## src/rtl/phy_evt_pkg.sv

```systemverilog
package phy_evt_pkg;
  localparam int REG_W    = 16;
  localparam int ADDR_W   = 3;
  localparam int NUM_SRC  = 6;
  localparam int MASK_LSB = 9;
  localparam int PEND_BIT = 15;
  localparam int EN_BIT   = 1;
  localparam int TEST_BIT = 0;
  localparam int FLG_FC   = 0;
  localparam int FLG_RX   = 1;

  localparam logic [ADDR_W-1:0] A_CTRL  = 3'd0;
  localparam logic [ADDR_W-1:0] A_STAT  = 3'd1;
  localparam logic [ADDR_W-1:0] A_FCCNT = 3'd2;
  localparam logic [ADDR_W-1:0] A_RXCNT = 3'd3;
  localparam logic [ADDR_W-1:0] A_FLAGS = 3'd4;

  // source index i maps to mask bit MASK_LSB + i
  localparam int SRC_RXHALF = 0;
  localparam int SRC_FCHALF = 1;
  localparam int SRC_ANDONE = 2;
  localparam int SRC_RFAULT = 3;
  localparam int SRC_JABBER = 4;
  localparam int SRC_LINK   = 5;
endpackage

```

## src/rtl/sat_clr_counter.sv

```systemverilog
module sat_clr_counter #(
  parameter int W = 8
) (
  input  logic         clk_i,
  input  logic         rst_ni,
  input  logic         inc_i,
  input  logic         clr_i,
  output logic [W-1:0] cnt_o,
  output logic         half_o
);
  localparam logic [W-1:0] MAXV    = {W{1'b1}};
  localparam logic [W-1:0] HALF_M1 = {1'b0, {(W-1){1'b1}}};

  logic [W-1:0] cnt_q;

  always_ff @(posedge clk_i) begin
    if (!rst_ni) begin
      cnt_q <= '0;
    end else if (clr_i) begin
      cnt_q <= inc_i ? W'(1) : '0;
    end else if (inc_i && cnt_q != MAXV) begin
      cnt_q <= cnt_q + W'(1);
    end
  end

  assign cnt_o  = cnt_q;
  assign half_o = inc_i && !clr_i && (cnt_q == HALF_M1);
endmodule

```

## src/rtl/rxerr_qual.sv

```systemverilog
module rxerr_qual (
  input  logic clk_i,
  input  logic rst_ni,
  input  logic crs_i,
  input  logic col_i,
  input  logic sym_err_i,
  output logic qual_o
);
  logic counted_q, col_seen_q;

  assign qual_o = crs_i && sym_err_i && !col_i && !col_seen_q && !counted_q;

  always_ff @(posedge clk_i) begin
    if (!rst_ni || !crs_i) begin
      counted_q  <= 1'b0;
      col_seen_q <= 1'b0;
    end else begin
      if (col_i)  col_seen_q <= 1'b1;
      if (qual_o) counted_q  <= 1'b1;
    end
  end
endmodule

```

## src/rtl/irq_ctrl.sv

```systemverilog
module irq_ctrl #(
  parameter int NSRC = 6
) (
  input  logic            clk_i,
  input  logic            rst_ni,
  input  logic [NSRC-1:0] src_i,
  input  logic [NSRC-1:0] mask_i,
  input  logic            en_i,
  input  logic            test_i,
  input  logic            rd_done_i,
  input  logic            clr_i,
  output logic            pend_o
);
  logic pend_q, set;

  assign set = (en_i && |(src_i & ~mask_i)) || (test_i && rd_done_i);

  always_ff @(posedge clk_i) begin
    if (!rst_ni) pend_q <= 1'b0;
    else         pend_q <= (pend_q && !clr_i) || set;
  end

  assign pend_o = pend_q;
endmodule

```

## src/rtl/phy_evt_irq.sv

```systemverilog
module phy_evt_irq
  import phy_evt_pkg::*;
#(
  parameter int CNT_W = 8
) (
  input  logic              clk_i,
  input  logic              rst_ni,
  input  logic              fc_evt_i,
  input  logic              sym_err_i,
  input  logic              crs_i,
  input  logic              col_i,
  input  logic              link_chg_i,
  input  logic              jabber_i,
  input  logic              rfault_i,
  input  logic              an_done_i,
  input  logic [2:0]        mgmt_addr_i,
  input  logic              mgmt_rd_i,
  input  logic              mgmt_wr_i,
  input  logic [15:0]       mgmt_wdata_i,
  output logic [15:0]       mgmt_rdata_o,
  output logic              irq_o
);
  localparam int CW = (CNT_W < REG_W) ? CNT_W : REG_W;

  logic [CNT_W-1:0]   fc_cnt, rx_cnt;
  logic               fc_half, rx_half, rx_qual;
  logic               rd_fc, rd_rx, rd_stat;
  logic [1:0]         ctrl_q;
  logic [NUM_SRC-1:0] mask_q, src_vec;
  logic               fc_flag_q, rx_flag_q, pend;
  logic [REG_W-1:0]   rd_mux, rdata_q;
  logic               unused_wbits;

  assign unused_wbits = ^{mgmt_wdata_i[15], mgmt_wdata_i[8:2]};

  assign rd_fc   = mgmt_rd_i && (mgmt_addr_i == A_FCCNT);
  assign rd_rx   = mgmt_rd_i && (mgmt_addr_i == A_RXCNT);
  assign rd_stat = mgmt_rd_i && (mgmt_addr_i == A_STAT);

  rxerr_qual u_qual (
    .clk_i, .rst_ni, .crs_i, .col_i, .sym_err_i, .qual_o(rx_qual)
  );

  sat_clr_counter #(.W(CNT_W)) u_fc_cnt (
    .clk_i, .rst_ni, .inc_i(fc_evt_i), .clr_i(rd_fc),
    .cnt_o(fc_cnt), .half_o(fc_half)
  );

  sat_clr_counter #(.W(CNT_W)) u_rx_cnt (
    .clk_i, .rst_ni, .inc_i(rx_qual), .clr_i(rd_rx),
    .cnt_o(rx_cnt), .half_o(rx_half)
  );

  always_comb begin
    src_vec             = '0;
    src_vec[SRC_RXHALF] = rx_half;
    src_vec[SRC_FCHALF] = fc_half;
    src_vec[SRC_ANDONE] = an_done_i;
    src_vec[SRC_RFAULT] = rfault_i;
    src_vec[SRC_JABBER] = jabber_i;
    src_vec[SRC_LINK]   = link_chg_i;
  end

  irq_ctrl #(.NSRC(NUM_SRC)) u_irq (
    .clk_i, .rst_ni, .src_i(src_vec), .mask_i(mask_q),
    .en_i(ctrl_q[EN_BIT]), .test_i(ctrl_q[TEST_BIT]),
    .rd_done_i(mgmt_rd_i), .clr_i(rd_stat), .pend_o(pend)
  );

  always_ff @(posedge clk_i) begin
    if (!rst_ni) begin
      ctrl_q <= '0;
      mask_q <= '0;
    end else if (mgmt_wr_i) begin
      if (mgmt_addr_i == A_CTRL) ctrl_q <= mgmt_wdata_i[1:0];
      if (mgmt_addr_i == A_STAT) mask_q <= mgmt_wdata_i[MASK_LSB +: NUM_SRC];
    end
  end

  always_ff @(posedge clk_i) begin
    if (!rst_ni) begin
      fc_flag_q <= 1'b0;
      rx_flag_q <= 1'b0;
    end else begin
      if (fc_evt_i)   fc_flag_q <= 1'b1;
      else if (rd_fc) fc_flag_q <= 1'b0;
      if (rx_qual)    rx_flag_q <= 1'b1;
      else if (rd_rx) rx_flag_q <= 1'b0;
    end
  end

  always_comb begin
    rd_mux = '0;
    unique case (mgmt_addr_i)
      A_CTRL:  rd_mux[1:0] = ctrl_q;
      A_STAT: begin
        rd_mux[PEND_BIT]               = pend;
        rd_mux[MASK_LSB +: NUM_SRC]    = mask_q;
      end
      A_FCCNT: rd_mux[CW-1:0] = fc_cnt[CW-1:0];
      A_RXCNT: rd_mux[CW-1:0] = rx_cnt[CW-1:0];
      A_FLAGS: begin
        rd_mux[FLG_FC] = fc_flag_q;
        rd_mux[FLG_RX] = rx_flag_q;
      end
      default: rd_mux = '0;
    endcase
  end

  always_ff @(posedge clk_i) begin
    if (!rst_ni)        rdata_q <= '0;
    else if (mgmt_rd_i) rdata_q <= rd_mux;
  end

  assign mgmt_rdata_o = rdata_q;
  assign irq_o        = pend;
endmodule

```

## config.mk

```make
export PLATFORM = sky130hd
export DESIGN_NAME = phy_evt_irq
export DESIGN_NICKNAME = d
export VERILOG_FILES = /design/src/rtl/phy_evt_pkg.sv /design/src/rtl/sat_clr_counter.sv /design/src/rtl/rxerr_qual.sv /design/src/rtl/irq_ctrl.sv /design/src/rtl/phy_evt_irq.sv
export SDC_FILE = /design/constraint.sdc
export NUM_CORES = 1
export LEC_CHECK = 0
export BUFFER_PORTS_ARGS = -buffer_cell sky130_fd_sc_hd__buf_2
export CAP_MARGIN = 0
export CELL_PAD_IN_SITES_DETAIL_PLACEMENT = 1
export CELL_PAD_IN_SITES_GLOBAL_PLACEMENT = 2
export CORE_MARGIN = 2
export CORE_UTILIZATION = 32
export CTS_CLUSTER_SIZE = 16
export DETAILED_ROUTE_END_ITERATION = 8
export GPL_ROUTABILITY_DRIVEN = 0
export PLACE_DENSITY = 0.89
export SETUP_SLACK_MARGIN = 0.15
export SKIP_CTS_REPAIR_TIMING = 1
export SLEW_MARGIN = 5
export SYNTH_ARGS = -nofsm -noshare
export SYNTH_HDL_FRONTEND = slang
export SYNTH_SLANG_ARGS = --single-unit
```

## constraint.sdc

```tcl
create_clock -name clk_i -period 1.9 [get_ports clk_i]
set_input_delay 0.285 -clock clk_i [delete_from_list [all_inputs] [get_ports clk_i]]
set_output_delay 0.285 -clock clk_i [all_outputs]
set_load 0.02 [all_outputs]
```

==> metrics.yaml <==
critPathKind: "flop to flop"
skew_ns: 0.00675
ant_nets: 0
yosysSeqAreaShare_pct: 41.9
combPwrFrac_pct: 8.6
grt-ovfl-total: 0
grt_usage_pct: 15.2
grt_pass1_wl_mm: 8.91
synth_area_per_cell_um2: 9.51
status: "finished clean"
rows: 29
power_density_nw_per_um2: 718
async_flop_share_pct: 0
cts.clk_slew.worst_paths_ns: 0.09
vias: 1865
slowest_stage: "or4_1"
antenna_found_initial: 0
wl_per_cell_um: 15.6
drv_cap: 0
layout_min_cycle_time_ns: 1.67
worst_setup_path_endpoint: "u_rx_cnt.cnt_o[7]"
rsz0062_at_grt: "false"
r2r_start: "u_qual.col_seen_q"
fp.dieW_um: 85.0
start_util_pct: 33.1
syn_area_um2: 2100
timing.rr.end: "u_rx_cnt.cnt_o[7]"
h-tree-depth: 2
fmax_ghz: 0.598
p_sw_uw: 421
numClockSinks: 44
drc: 0
grt_pass1_vias: 1892
relSlewSlack_pct: 51.6
totalWireLength_mm: 5.36
core-area_um2: 6350
grt_max_degree: 22
drt-initial-drc-count: 105
worst_pin_slew_ns: 0.721
tns_ns: 0
antenna_cells: 0
drv_slew: 0
arrival_ns: 1.89
crit_path_start_kind: "flop"
rr_worst_depth: 4
worst-path-max-fanout: 11
dieArea_um2: 7230
synth_area_leader_cell: "dfxtp_1"
cts_buffers: 5
critPathMaxStageDelay_ns: 0.54
synth-edff-count: 0
clock-root-buffer: "clkbuf_8"
setup_viol_count_final: 0
worstPathCellList: "nor4b_4 -> o211ai_4 -> or4_1 -> a21oi_1"
critPathCaptureType: "flop"
viasPerCell: 5.44
p_total_uw: 1820
peakVddDrop_mv: 0.313
cts_buffer_depth: 2
synthTopCellsByArea: "dfxtp_1 (42%), nor2b_1 (8.3%), mux2i_1 (5.7%), a222oi_1 (2.9%), a22oi_1 (2.5%)"
hold_violations: 0
synth-main-ff-cell: "dfxtp_1"
yosys.cell_types.count: 50
power.internal_uw: 1400
syn_to_final_growth_pct: 20.8
drt_first_pass_iters: 4
leakage_uw: 0.000983
hold_slack_ns: 0.254
final_layout_size_suffix_gt1_share_pct: 26.3
pin_count: 48
ys.warnings.count: 0
hp-start: "mgmt_wdata_i[11]"
r2r_slack_ns: 0.23
ys_seq_elements: 44
netlist_instances: 221
fin_util_pct: 40.0
clkPwrFrac_pct: 39.0
period_share_pct: 88.1
dpl.hpwl_mm: 3.96
critPathLaunch: "u_qual.col_seen_q"
seq_power_share_pct: 52.4
synth.top_cell.area_share_pct: 41.9
die_y_um: 85.0
min_path_type: "input port to flop"
required_ns: 2.12
nets: 298
tritoncts: "built"
sw_frac_of_total_pct: 23.1
clk_latency_ns: 0.29
io_buffers: 38
syn_nets: 254
## state kept, by name, indices dropped and copies added (netlist names)
name / flops
mgmt_rdata_o: 15
u_fc_cnt.cnt_o: 8
u_rx_cnt.cnt_o: 8
mask_q: 6
ctrl_q: 2
fc_flag_q: 1
rx_flag_q: 1
u_irq.pend_o: 1
u_qual.col_seen_q: 1
u_qual.counted_q: 1
## critical path, delay by kind of cell (launching register included)
kind	cells	cell delay, ns
compound gates	2	0.36
flops	1	0.34
simple gates	2	0.89
## cell families after synthesis
family | count (synthesis) | synth area share, %
and+or+nand+nor | 91 | 27.2
AOI/OAI and AO/OA | 47 | 17.4
DFF | 44 | 41.9
buffers and inverters | 20 | 4.53
muxes | 14 | 6.79
adders and majority gates | 2 | 1.19
xor gates and xnor gates | 2 | 0.834
other | 1 | 0.179
## cell type report
cell class,instances,area (µm²)
Fill cell,739,3810
Multi-Input combinational cell,157,1140
Sequential cell,44,881
Timing Repair Buffer,52,295
Tap cell,77,96.3
Clock buffer,5,68.8
Clock inverter,3,42.5
Inverter,5,18.8
## how the worst min path moves through the flow
| stage | to | slack (ns) | depth (start not counted) |
|---|---|---|---|
| 6_report | mask_q[2] | 0.25 | 3 |
| 5_1_grt | u_qual.col_seen_q | 0.26 | 2 |
| 4_1_cts | mask_q[2] | 0.25 | 3 |
| 3_5_place_dp | fc_flag_q | 0.47 | 2 |
| 2_1_floorplan | u_qual.counted_q | 0.42 | 1 |
| 3_3_place_gp | fc_flag_q | 0.47 | 2 |
## placed cells by master, fill, tap and decap left out, types with 2 or more instances in the layout
cell and n:
a211oi_1 3, a21oi_1 7, a222oi_1 6, a22oi_1 7
a31oi_1 4, a41oi_1 2, and2_1 2, and4_1 2
buf_2 38, buf_4 14, clkbuf_8 5, dfxtp_1 44
inv_1 5, mux2_2 2, mux2i_1 12, nand2_1 11
nand2b_1 3, nand3_1 6, nand4_1 6, nand4b_1 2
nor2_1 7, nor2b_1 28, nor3_1 8, nor4bb_1 3
o211a_1 4, o21ai_0 3, o311ai_0 2, o31ai_1 2
or3_2 2, or4_1 3, xnor2_1 2
## per-stage QoR
stage,area [µm²],setup WS (ns),instances
global route,2540,0.141,343
CTS,2520,0.136,342
finish,2540,0.227,343
global placement,2410,0.0957,334
floorplan,2100,0.352,221
detailed placement,2410,0.0980,334
## layer usage
metal / routed length (µm) / up-vias / global-route usage, %
met4: 36 / 0 / 4.33
met5: 0 / - / 0
li1: - / 916 / -
met2: 2770 / 23 / 26.2
met3: 133 / 2 / 2.92
met1: 2420 / 924 / 19.2
## synth_stat cells (3+ instances only)
cell	instances
clkbuf_1	11
dfxtp_1	44
o21ai_0	3
o211a_1	4
a31oi_1	4
or4_1	3
nand3_1	6
nor4bb_1	3
nand2_1	11
a22oi_1	7
a222oi_1	6
nand2b_1	3
inv_1	5
nor3_1	8
a21oi_1	7
a211oi_1	3
mux2i_1	12
nor2_1	7
nor2b_1	28
nand4_1	6
## power groups by stage
stage                     Combinational, µW  Sequential [µW]  Clock [µW]
after floorplan                        97.1              975           0
after global placement                  151              976           0
after detailed placement                154              976           0
after CTS                               155              955         736
after global routing                    172              958         779
final                                   157              954         710
Note: power is estimated with default switching activity, not from simulation.
